`config.mk`:
```
export PLATFORM = sky130hd
export DESIGN_NAME = lrc_hex_decode
export DESIGN_NICKNAME = d
export VERILOG_FILES = /design/src/rtl/lrc_chk_pkg.sv /design/src/rtl/lrc_hex_decode.sv
export SDC_FILE = /design/constraint.sdc
export NUM_CORES = 1
export LEC_CHECK = 0
export ABC_CLOCK_PERIOD_IN_PS = 2200
export BUFFER_PORTS_ARGS = -buffer_cell sky130_fd_sc_hd__buf_2
export CAP_MARGIN = 30
export CELL_PAD_IN_SITES_DETAIL_PLACEMENT = 1
export CELL_PAD_IN_SITES_GLOBAL_PLACEMENT = 2
export CORE_AREA = 2 2 39 41
export DETAILED_ROUTE_END_ITERATION = 12
export DIE_AREA = 0 0 41 43
export PLACE_DENSITY_LB_ADDON = 0.1
export SYNTH_ARGS = -nofsm -noshare
export SYNTH_HDL_FRONTEND = slang
export SYNTH_SLANG_ARGS = --single-unit
```
`constraint.sdc`:
```
create_clock -name vclk -period 2.2
set_input_delay 0.44 -clock vclk [all_inputs]
set_output_delay 0.44 -clock vclk [all_outputs]
set_load 0.005 [all_outputs]
```
`src/rtl/lrc_chk_pkg.sv`:
```
package lrc_chk_pkg;
  typedef enum logic [1:0] {ST_IDLE, ST_HI, ST_LO, ST_LF} fsm_e;
  localparam logic [7:0] CH_SOF = 8'h3A;
  localparam logic [7:0] CH_CR  = 8'h0D;
  localparam logic [7:0] CH_LF  = 8'h0A;
endpackage

```
`src/rtl/lrc_hex_decode.sv`:
```
module lrc_hex_decode #(
  parameter int CHAR_W = 8,
  parameter int NIB_W  = 4
) (
  input  logic [CHAR_W-1:0] char_i,
  output logic [NIB_W-1:0]  nib_o,
  output logic              is_hex_o,
  output logic              is_sof_o,
  output logic              is_cr_o,
  output logic              is_lf_o
);
  import lrc_chk_pkg::*;
  localparam int OFS_W = CHAR_W;

  logic [OFS_W-1:0] ofs;

  always_comb begin
    is_hex_o = 1'b0;
    ofs      = '0;
    if (char_i >= 8'h30 && char_i <= 8'h39) begin
      is_hex_o = 1'b1;
      ofs      = char_i - 8'h30;
    end else if (char_i >= 8'h41 && char_i <= 8'h46) begin
      is_hex_o = 1'b1;
      ofs      = char_i - 8'h37;
    end else if (char_i >= 8'h61 && char_i <= 8'h66) begin
      is_hex_o = 1'b1;
      ofs      = char_i - 8'h57;
    end
    nib_o    = ofs[NIB_W-1:0];
    is_sof_o = (char_i == CH_SOF);
    is_cr_o  = (char_i == CH_CR);
    is_lf_o  = (char_i == CH_LF);
  end

  always_comb begin
    if (is_hex_o) AST_NIB_RANGE: assert (ofs < 16);
    AST_CLASS_EXCL: assert ($countones({is_hex_o, is_sof_o, is_cr_o, is_lf_o}) <= 1);
  end
endmodule

```
==> results of run 1 <==
-- area by class of cell --
cell class	count	area [um^2]	area share [%]
Inverter	4	15.01	4.240
Multi-Input combinational cell	27	224.0	63.25
Tap cell	16	20.02	5.654
Timing Repair Buffer	18	95.09	26.86
-- synthesized netlist by cell type (all sizes together) --
master	count	share of area (%)
a21oi	1	2.2
o21ai	3	6.6
o311ai	1	7.2
nor4b	1	6.6
o21bai	1	3.3
or2b	1	3.3
a21o	1	3.3
o22ai	1	2.8
nand3	1	2.2
nor3b	1	3.3
inv	4	6.6
nand3b	1	3.3
nor2b	1	2.8
ha	4	22
nor3	1	4.4
nand4bb	1	5.0
nor4	1	2.8
nand2	4	6.6
and4	1	3.9
nor2	1	1.7
-- report_power, final --
part           switching [mW]  internal (mW)  total [mW]  leakage (nW)
logic                  0.0223         0.0186      0.0409         0.189
registers                   0              0           0             0
clock network               0              0           0             0
-- cells by family (layout without fill, tap and decap cells) --
kind of cell    count (synthesis)  in the layout  synth area share, %
compound gates                  8              8                25.42
simple gates                   15             15                45.86
fa+ha+maj                       4              4                22.10
buf+inv                         4             22                6.628
-- metal layers --
layer  vias up  GRT usage [%]
met4         0              0
met3         0              0
met5         -              0
met1       138          13.29
li1        151              -
met2         7          13.13
-- through the flow --
step | instances | cell area [um^2] | hold WS (ns)
floorplan | 31 | 226.5 | 0.9633
finish | 65 | 354.1 | 1.227
global placement | 65 | 341.6 | 1.230
detailed placement | 65 | 341.6 | 1.236
global route | 65 | 354.1 | 1.250
CTS | 65 | 341.6 | 1.236
-- how the worst min path moves through the flow --
stage,startpoint,depth (start not counted),endpoint
after CTS,char_i[0],3,nib_o[0]
after floorplan,char_i[0],1,nib_o[0]
after global placement,char_i[0],3,nib_o[0]
after global routing,char_i[0],3,nib_o[0]
final,char_i[0],3,nib_o[0]
after detailed placement,char_i[0],3,nib_o[0]
==> impl_summary.md, run 1 <==
Floorplanning
After floorplanning, the core was divided into 14 placement rows. The placeable core region is around 1400 um^2. The die covers between 1500 and 2000 um^2. The vertical extent of the die is approximately 43 um. The top-level I/O count is 16. In this run the horizontal extent of the chip is about 41 um. The initial utilization of the core area, before any placement, comes to 16.37%.

STA
The final hold violation count is 0. The smallest clock period supported by the final layout is computed as 2.096 ns. Setup violations remaining at the end of the flow were counted as 0.

At the pin with the least slew margin, the transition time is 0.3185 ns. The total negative slack is 0 ns. Setup repair after global routing could not meet its margin everywhere. In this run the tightest slew margin relative to its limit is between 70% and 80%. Static timing analysis puts the maximum clock frequency at around 480 MHz.

The count of final max-slew check failures is 0. Once routing completed, OpenROAD measured the worst setup slack at just over 0.1 ns. The final clock period utilization by the worst path is between 90% and 100%.

Finish
Once layout is complete, the utilization of the core stands at ~26%. In the layout the commonest cells are sky130_fd_sc_hd__buf_2, sky130_fd_sc_hd__inv_1, sky130_fd_sc_hd__nand2_1. The sequential cells in the finished layout cover a total of 0 um^2. The ratio of cells with drive above 1 in the final layout is 44.90%. The net count reported at finish is 63. Counting the fill cells in the layout gives between 150 and 200.

There are 0 flip-flops and latches. Leaving out fill and tap cells, the most frequent cell in the layout is sky130_fd_sc_hd__buf_2. The number of antenna cells inserted is 0. The synthesis-to-finish area growth is 56.35%. The layout clock buffer count is 0.

Clock tree
The number of instances resized during post-cts repair is 0. The number of setup buffers added after CTS is 0. After clock tree synthesis, the flow added hold-fix buffers numbering 0.

Run status
The flow ran to the end, and the final reports show no timing, DRC or antenna violations.

Worst setup path
The total number of cells along the worst setup path is 8. The highest fanout seen on the critical path is 6. The number of buffers and inverters on the critical path is 4. Following the worst setup path forward leads to its endpoint at nib_o[2]. The type of element capturing the critical path is a primary output. The signal on the critical path passes through buf_2 > inv_1 > ha_2 > inv_1 > o311ai_4 > o22ai_1 > a21o_1 > buf_2.

Among cell families on the critical path, the largest total delay comes from compound AO/OA/AOI/OAI gates. Among all stages on the critical path, the largest delay is contributed by sky130_fd_sc_hd__o311ai_4. For the worst setup path, the data required time is 1.76 ns. In this run the worst setup path begins at char_i[0].

STA classifies the critical path startpoint as a primary input. On the worst path, the slowest cell contributes a delay of 0.32 ns. The worst path arrival time is 1.66 ns. The critical path is of the primary input to primary output type.

Synthesis
A synthesized cell averages roughly 7.3 um^2. The count of distinct cell types in the synthesized netlist is 21. In the synthesized netlist, the number of instances is 31.

The post-synthesis instance area is between 200 and 250 um^2. The Yosys step of the flow raised 0 warnings. The number of nets produced by synthesis is between 40 and 50. The sequential element share of the synthesized area is 0%.

Global route
The via count of the first global-routing pass was between 200 and 300. Entering global routing, the biggest net connects 8 pins. The number of antenna violations at the first check in global routing was 0. Global routing finished with a remaining overflow of 0.

The overall fraction of global-route tracks in use is 8.392%. The wire length of the first global-routing pass is 1117 um.

Route
After detailed routing, the average wire length per cell comes to between 10 and 15 um. The routed design uses about 360 um of met2 wire. The first detailed-routing pass took 2 iterations.

The routed length on met3 is roughly 37 um. After detailed routing, the number of remaining DRC violations is 0. The total routed wire length on the met1 layer is ~290 um. The detail route stage leaves a number of antenna-violating nets equal to 0. Detailed routing inserted a total of 296 vias. The detailed-route wire length is roughly 680 um. For this block, the initial DRC count from the detailed router was 1. The top layer reached by signal wires is met3. Using the TritonRoute via totals, the vias-per-cell ratio works out to 4.554.

Power
The total power density per cell area is ~120 nW/um^2. The maximum resistive drop on vdd is ~0.032 mV. The static power due to leakage is approximately 0.19 nW. Power comes to about 0.041 mW.

Placement
The weighted congestion at the end of routability-driven global placement is 0.6287. The number of buffer cells added on primary ports is 16. The pre-CTS worst setup slack is between 0.02 and 0.03 ns. After legalization and detailed placement, the total HPWL measured about 620 um.

Flow run
The tool flagged a number of max-cap violations equal to 0.

Hold path
The worst min-delay path category is primary input to primary output.
No activity file was read; power rests on OpenSTA's default activity.
==> run 2: changes to the inputs <==
--- a/config.mk
+++ b/config.mk
@@ -5,6 +5,7 @@
 export SDC_FILE = /design/constraint.sdc
 export NUM_CORES = 1
 export LEC_CHECK = 0
+export ABC_AREA = 1
 export ABC_CLOCK_PERIOD_IN_PS = 2200
 export BUFFER_PORTS_ARGS = -buffer_cell sky130_fd_sc_hd__buf_2
 export CAP_MARGIN = 30
==> impl_summary.md, run 2 <==
Run status
The flow ran to the end, and the final reports show no timing, DRC or antenna violations.

Finish
Fill cells in the final layout number approximately 190. The synthesis-to-finish area growth is 46.24%. Summing all flip-flop and latch instances after layout gives 0 um^2.

Cells with a size suffix above 1 make up between 40% and 50% of the layout. The top cell types in the final layout, fill and taps aside, are sky130_fd_sc_hd__buf_2, sky130_fd_sc_hd__inv_1, sky130_fd_sc_hd__nand3_1, sky130_fd_sc_hd__nor2_1, sky130_fd_sc_hd__ha_1. The number of sequential storage elements is 0. The number of antenna diodes in the final layout is 0. Once layout is complete, the utilization of the core stands at ~23%.

The post-route cell area is ~320 um^2. The multi-input combinational cells in the finished layout cover a total of 190.2 um^2. The net count reported at finish is 65. The leading cell type in the layout, fill and taps excluded is sky130_fd_sc_hd__buf_2. The layout clock buffer count is 0.

Worst setup path
The type of element capturing the critical path is a primary output. Walking the worst path, the cells encountered are buf_2 > inv_1 > ha_1 > nand3b_1 > nand3_2 > nand2_2 > nand2_1 > nor2_1 > buf_2. The type of the worst setup path is primary input to primary output. At the worst endpoint, the required time is ~1.8 ns. The most numerous cell type found on the critical path is sky130_fd_sc_hd__buf_2. The kind of cell with the highest combined delay along the critical path is simple AND/OR/NAND/NOR gates.

The category of the worst setup path launch point is a primary input. Of all nets on the critical path, the largest fanout is 6. The number of buffers and inverters on the critical path is 3. The total number of cells along the worst setup path is 9.

The worst path arrival time is 1.48 ns. The critical-path cell with the highest stage delay is sky130_fd_sc_hd__ha_1. On the worst path, the slowest cell contributes a delay of about 0.21 ns. The timing startpoint of the critical path is char_i[0]. The most critical setup path has its endpoint at nib_o[2].

Placement
The pre-CTS worst setup slack is approximately 0.26 ns. The weighted congestion at the end of routability-driven global placement is ~0.65. The instance area at placement is 316.6 um^2.

Detailed placement finished with a half-perimeter wire length of 607.6 um. The number of buffer cells added on primary ports is 16.

Route
Summed over all nets, wire length on met3 after detailed routing comes to approximately 47 um. Using the TritonRoute via totals, the vias-per-cell ratio works out to 4.448. For this block, the via count after detailed routing is roughly 300. The amount of wire on met2 after detailed routing is 344 um. The total routed wire length on the met1 layer is 271 um. After detailed routing, the number of remaining DRC violations is 0. Wires add up to 664 um. The highest metal layer carrying signal wires in the routed design is met3.

In this run, the number of DRC markers left after iteration 0 of detailed routing was 2. Once detail routing completed, the nets flagged for antenna violations numbered 0. The post-detailed-route wirelength per cell is between 9 and 10 um. The number of iterations in the first detailed-routing pass is 2.

Synthesis
By count the netlist is led by sky130_fd_sc_hd__inv_1, sky130_fd_sc_hd__ha_1, sky130_fd_sc_hd__nand3_1, sky130_fd_sc_hd__nor2_1, sky130_fd_sc_hd__nand2_1. Sequential cells were found to cover 0% of the synthesized design area. The portion of synthesized cell area occupied by the leading cell type is between 20% and 30%. The cell accounting for the most synthesized area is sky130_fd_sc_hd__ha_1.

The average cell area after synthesis is roughly 6.2 um^2. The count of distinct cell types in the synthesized netlist is 17. Yosys attributes the largest share of cell area to sky130_fd_sc_hd__ha_1, sky130_fd_sc_hd__nand3_1, sky130_fd_sc_hd__inv_1.

The cell area that synthesis handed to floorplanning was ~220 um^2. During synthesis, Yosys emitted a total of 0 warnings. Synthesis produced 35 cells. The number of nets produced by synthesis is 47. The leading cell type by number of instances after synthesis is sky130_fd_sc_hd__inv_1.

Floorplanning
The initial utilization of the core area, before any placement, comes to 15.64%. The top-level I/O count is 16. The placeable core region is between 1000 and 1500 um^2. In this run the vertical extent of the chip is between 40 and 50 um.

The floorplan step defined a die boundary enclosing between 1500 and 2000 um^2. The initialized floorplan defines 14 standard-cell rows. From left edge to right edge, the die measures 41 um.

Global route
The aggregate global routing overflow is 0. The number of antenna violations at the first check in global routing was 0. The overall fraction of global-route tracks in use is between 8 and 9%. The via count of the first global-routing pass is between 200 and 300. The first global-routing pass estimated 1097 um of wire. The pin count of the biggest net entering global routing is 7.

Power
The static power due to leakage is 0.1973 nW. The share of power burned in registers is 0%. The internal power summed over all cells is 0.01621 mW. In this run the power density over the cells is around 120 nW/um^2. The net switching fraction of the power is 57.75%. VDD sags by at most 0.02838 mV. Summed over all nets, the switching power comes to ~0.022 mW. The share of power burned in the clock network is 0%. Combinational logic burns 100.0% of the power.

Clock tree
The number of gates resized after CTS was 0. In this run the post-CTS setup repair buffer count came out at 0. The hold buffer count at cts is 0.

Hold path
The worst min-delay path category is primary input to primary output.

Flow run
The count of maximum capacitance violations is 0.

STA
Static timing analysis puts the maximum clock frequency at around 520 MHz. Of the available clock period, the critical path in the final layout requires slightly below 90%. On the final layout, the worst hold slack is between 1 and 1.5 ns. The total of endpoints with negative setup slack in the final report is 0. In the final timing run, aggregate negative setup slack is 0 ns. The slew of the pin with the lowest slew margin is roughly 0.14 ns. Setup repair after global routing left no endpoint under its margin. The final hold violation count was 0. The final period demand of the worst path is 1.918 ns. After layout, the worst setup slack is roughly 0.28 ns.

The count of final max-slew check failures is 0. The worst slew margin relative to its limit is between 90% and 100%.
[run 2: cell count changes in the layout (fill, tap and decap cells not counted), sizes merged, moves of 2 or more]
cell   previous run  this run
nand3             1         5
buf              18        16
nor2              1         5
inv               4         7
o21ai             3         0
[run 2: worst min-delay path by stage]
stage / startpoint / endpoint / slack, ns / depth (start not counted)
after floorplan: char_i[0] / nib_o[0] / 0.94 / 1
after global placement: char_i[0] / nib_o[0] / 1.20 / 3
after detailed placement: char_i[0] / nib_o[0] / 1.22 / 3
after CTS: char_i[0] / nib_o[0] / 1.22 / 3
after global routing: char_i[0] / nib_o[0] / 1.25 / 3
final: char_i[0] / nib_o[0] / 1.22 / 3
[run 2: per-stage QoR]
| stage | std cells | total power [mW] |
|---|---|---|
| finish | 67 | 0.03837 |
| global route | 67 | 0.04471 |
| CTS | 67 | 0.03972 |
| detailed placement | 67 | 0.03958 |
| global placement | 67 | 0.03833 |
| floorplan | 35 | 0.02019 |
[run 2: metal layers]
layer / vias to the layer above / GRT usage (%)
met4: 0 / 0
met5: - / 0
li1: 149 / -
met2: 10 / 16.56
met1: 139 / 9.494
met3: 0 / 0
[run 2: cell families after synthesis]
group	count (synthesis)	share of synthesized area, %
buffers and inverters	7	12.14
adder cells (fa/ha/maj)	4	23.12
multiplexers	1	4.624
AO/OA/AOI/OAI	3	8.671
AND/OR/NAND/NOR	20	51.45
[run 2: layout make-up]
class,instances,share of cell area (%)
tap,16,6.324
timing repair buffer,16,25.30
multi-input combinational,28,60.08
inverter,7,8.300
[run 2: power by group through the flow]
stage          clock network (mW)  logic [mW]  registers, mW
2_1_floorplan                   0      0.0202              0
3_3_place_gp                    0      0.0383              0
3_5_place_dp                    0      0.0396              0
4_1_cts                         0      0.0397              0
5_1_grt                         0      0.0447              0
6_report                        0      0.0384              0
==> run 3: changes to the inputs <==
--- a/config.mk
+++ b/config.mk
@@ -6,7 +6,7 @@
 export NUM_CORES = 1
 export LEC_CHECK = 0
 export ABC_AREA = 1
-export ABC_CLOCK_PERIOD_IN_PS = 2200
+export ABC_CLOCK_PERIOD_IN_PS = 1800
 export BUFFER_PORTS_ARGS = -buffer_cell sky130_fd_sc_hd__buf_2
 export CAP_MARGIN = 30
 export CELL_PAD_IN_SITES_DETAIL_PLACEMENT = 1
==> constraint.sdc (replaced) <==
create_clock -name vclk -period 1.8
set_input_delay 0.36 -clock vclk [all_inputs]
set_output_delay 0.36 -clock vclk [all_outputs]
set_load 0.005 [all_outputs]
==> impl_summary.md, run 3 (synthesized netlist as in run 2, its figures left out) <==
Floorplanning
For this configuration, the core starts out at a cell density of roughly 16%. The overall die area is between 1500 and 2000 um^2. The horizontal extent of the die is 41 um. The vertical extent of the die is 43 um.

In this run the count of I/O pins placed on the die edge is 16. The total number of placement rows is 14. The placeable core region is about 1400 um^2.

Finish
In the final design database the tool counted 65 nets. The utilization after layout is between 20% and 30%. The number of standard cells in the final layout excluding fillers is 67.

The area taken by flip-flops and latches is 0 um^2. The post-route cell area is around 340 um^2. The ratio of cells with drive above 1 in the final layout is 56.86%.

The synthesis-to-finish area growth is 54.91%. The number of sequential storage elements is 0. The leading cell type in the layout, fill and taps excluded is sky130_fd_sc_hd__buf_2.

The layout clock buffer count is 0. In the layout the commonest cells are sky130_fd_sc_hd__buf_2, sky130_fd_sc_hd__inv_2, sky130_fd_sc_hd__nand3_1, sky130_fd_sc_hd__nor2_1, sky130_fd_sc_hd__nand2_1. The repair_antennas step left the layout with diodes totalling 0.

Worst setup path
The worst path arrival time is approximately 1.4 ns. The critical path is of the primary input to primary output type. The category of the worst setup path launch point is a primary input. The worst setup path is captured at a primary output.

Data on the critical path is required at its endpoint by 1.44 ns. The highest fanout seen on the critical path is 6.

STA
Setup violations remaining at the end of the flow were counted as 0. The final period demand of the worst path is around 1.7 ns. The total negative slack is 0 ns. Setup repair after global routing left no endpoint under its margin. Hold timing on the final database bottoms out at a slack of 1.058 ns.

The post-layout worst setup margin is 0.08900 ns. The slew of the pin with the lowest slew margin is ~0.14 ns. The count of final max-slew check failures is 0. Headroom to the max-slew limit came out at about nine tenths.

For this run, the top clock speed supported by timing is about 600 MHz. The final clock period utilization by the worst path is between 90 and 100%. The final hold violation count came to 0.

Placement
The wire-length estimate of the detail-placed layout is 617.7 um. The instance area at placement is 316.6 um^2. Timing analysis after detailed placement gives a worst setup slack of about 0.025 ns.

Buffers placed on the I/O ports in this run total 16. The weighted congestion at the end of routability-driven global placement is around 0.67. The instance count after placement with tap cells included is 67.

Flow run
Across the run, the number of max-cap violations was 0.

Global route
Entering global routing, the biggest net connects 7 pins. The wire length of the first global-routing pass is 1104 um. Global routing used between 8 and 9% of the available tracks. The via count of the first global-routing pass is 260. The aggregate global routing overflow is 0. The number of antenna violations at the first check in global routing was 0.

Power
Overall power consumption after layout is estimated at 0.05188 mW. VDD sags by at most ~0.033 mV. The total power density per cell area is 154.7 nW/um^2.

For this design the static power due to leakage is ~0.19 nW.

Route
The count of nets left with antenna violations after detail routing is 0. In the routed design, unresolved DRC markers number 0. The detailed router's first-iteration violation count is 0. The final layout contains routed wiring with a total length of roughly 680 um.

The via density per instance is 4.269. The number of iterations in the first detailed-routing pass is 1. The total vias in the final route is ~290. Dividing the detail-routed wire length by the instance count gives ~10 um.

Run status
The run finished with clean final reports.

Clock tree
The hold buffer count at cts is 0.

Hold path
The worst min-delay path category is primary input to primary output.
==> run 3: timing repair <==
item | in CTS | in global routing
buffers inserted | 0 | 0
resized for setup | 0 | 8
endpoints found under the setup margin | 0 | 4
==> run 3: routing by layer <==
metal  vias to the layer above  share of wire, %  GRT usage [%]
li1                        148                 -              -
met1                       128                43          12.34
met5                         -                 0              0
met2                        10                49          14.06
met4                         0                 0              0
met3                         0               7.3              0
==> run 3: worst max-delay path: stages <==
cell	delay [ns]
sky130_fd_sc_hd__buf_2	0.13
sky130_fd_sc_hd__inv_2	0.07
sky130_fd_sc_hd__ha_2	0.16
sky130_fd_sc_hd__inv_2	0.04
sky130_fd_sc_hd__nand3b_1	0.12
sky130_fd_sc_hd__nand3_4	0.12
sky130_fd_sc_hd__nand2_2	0.10
sky130_fd_sc_hd__nand2_1	0.05
sky130_fd_sc_hd__nor2_1	0.08
sky130_fd_sc_hd__buf_2	0.11
==> run 3: final timing paths <==
| check | startpoint | end | depth (start not counted) |
|---|---|---|---|
| setup / recovery | char_i[1] | nib_o[2] | 10 |
| hold / removal | char_i[0] | nib_o[0] | 3 |
==> run 3: power by group <==
group          total [mW]  internal (mW)  leakage, nW  switching [mW]
sequential              0              0            0               0
clock                   0              0            0               0
combinational      0.0519         0.0219        0.193          0.0300
total              0.0519         0.0219        0.193          0.0300
==> run 3: layout make-up <==
type,count,area [um^2]
multi-input cells,28,206.4
inverters,7,26.28
fillers,179,1049
well taps,16,20.02
repair buffers,16,82.58
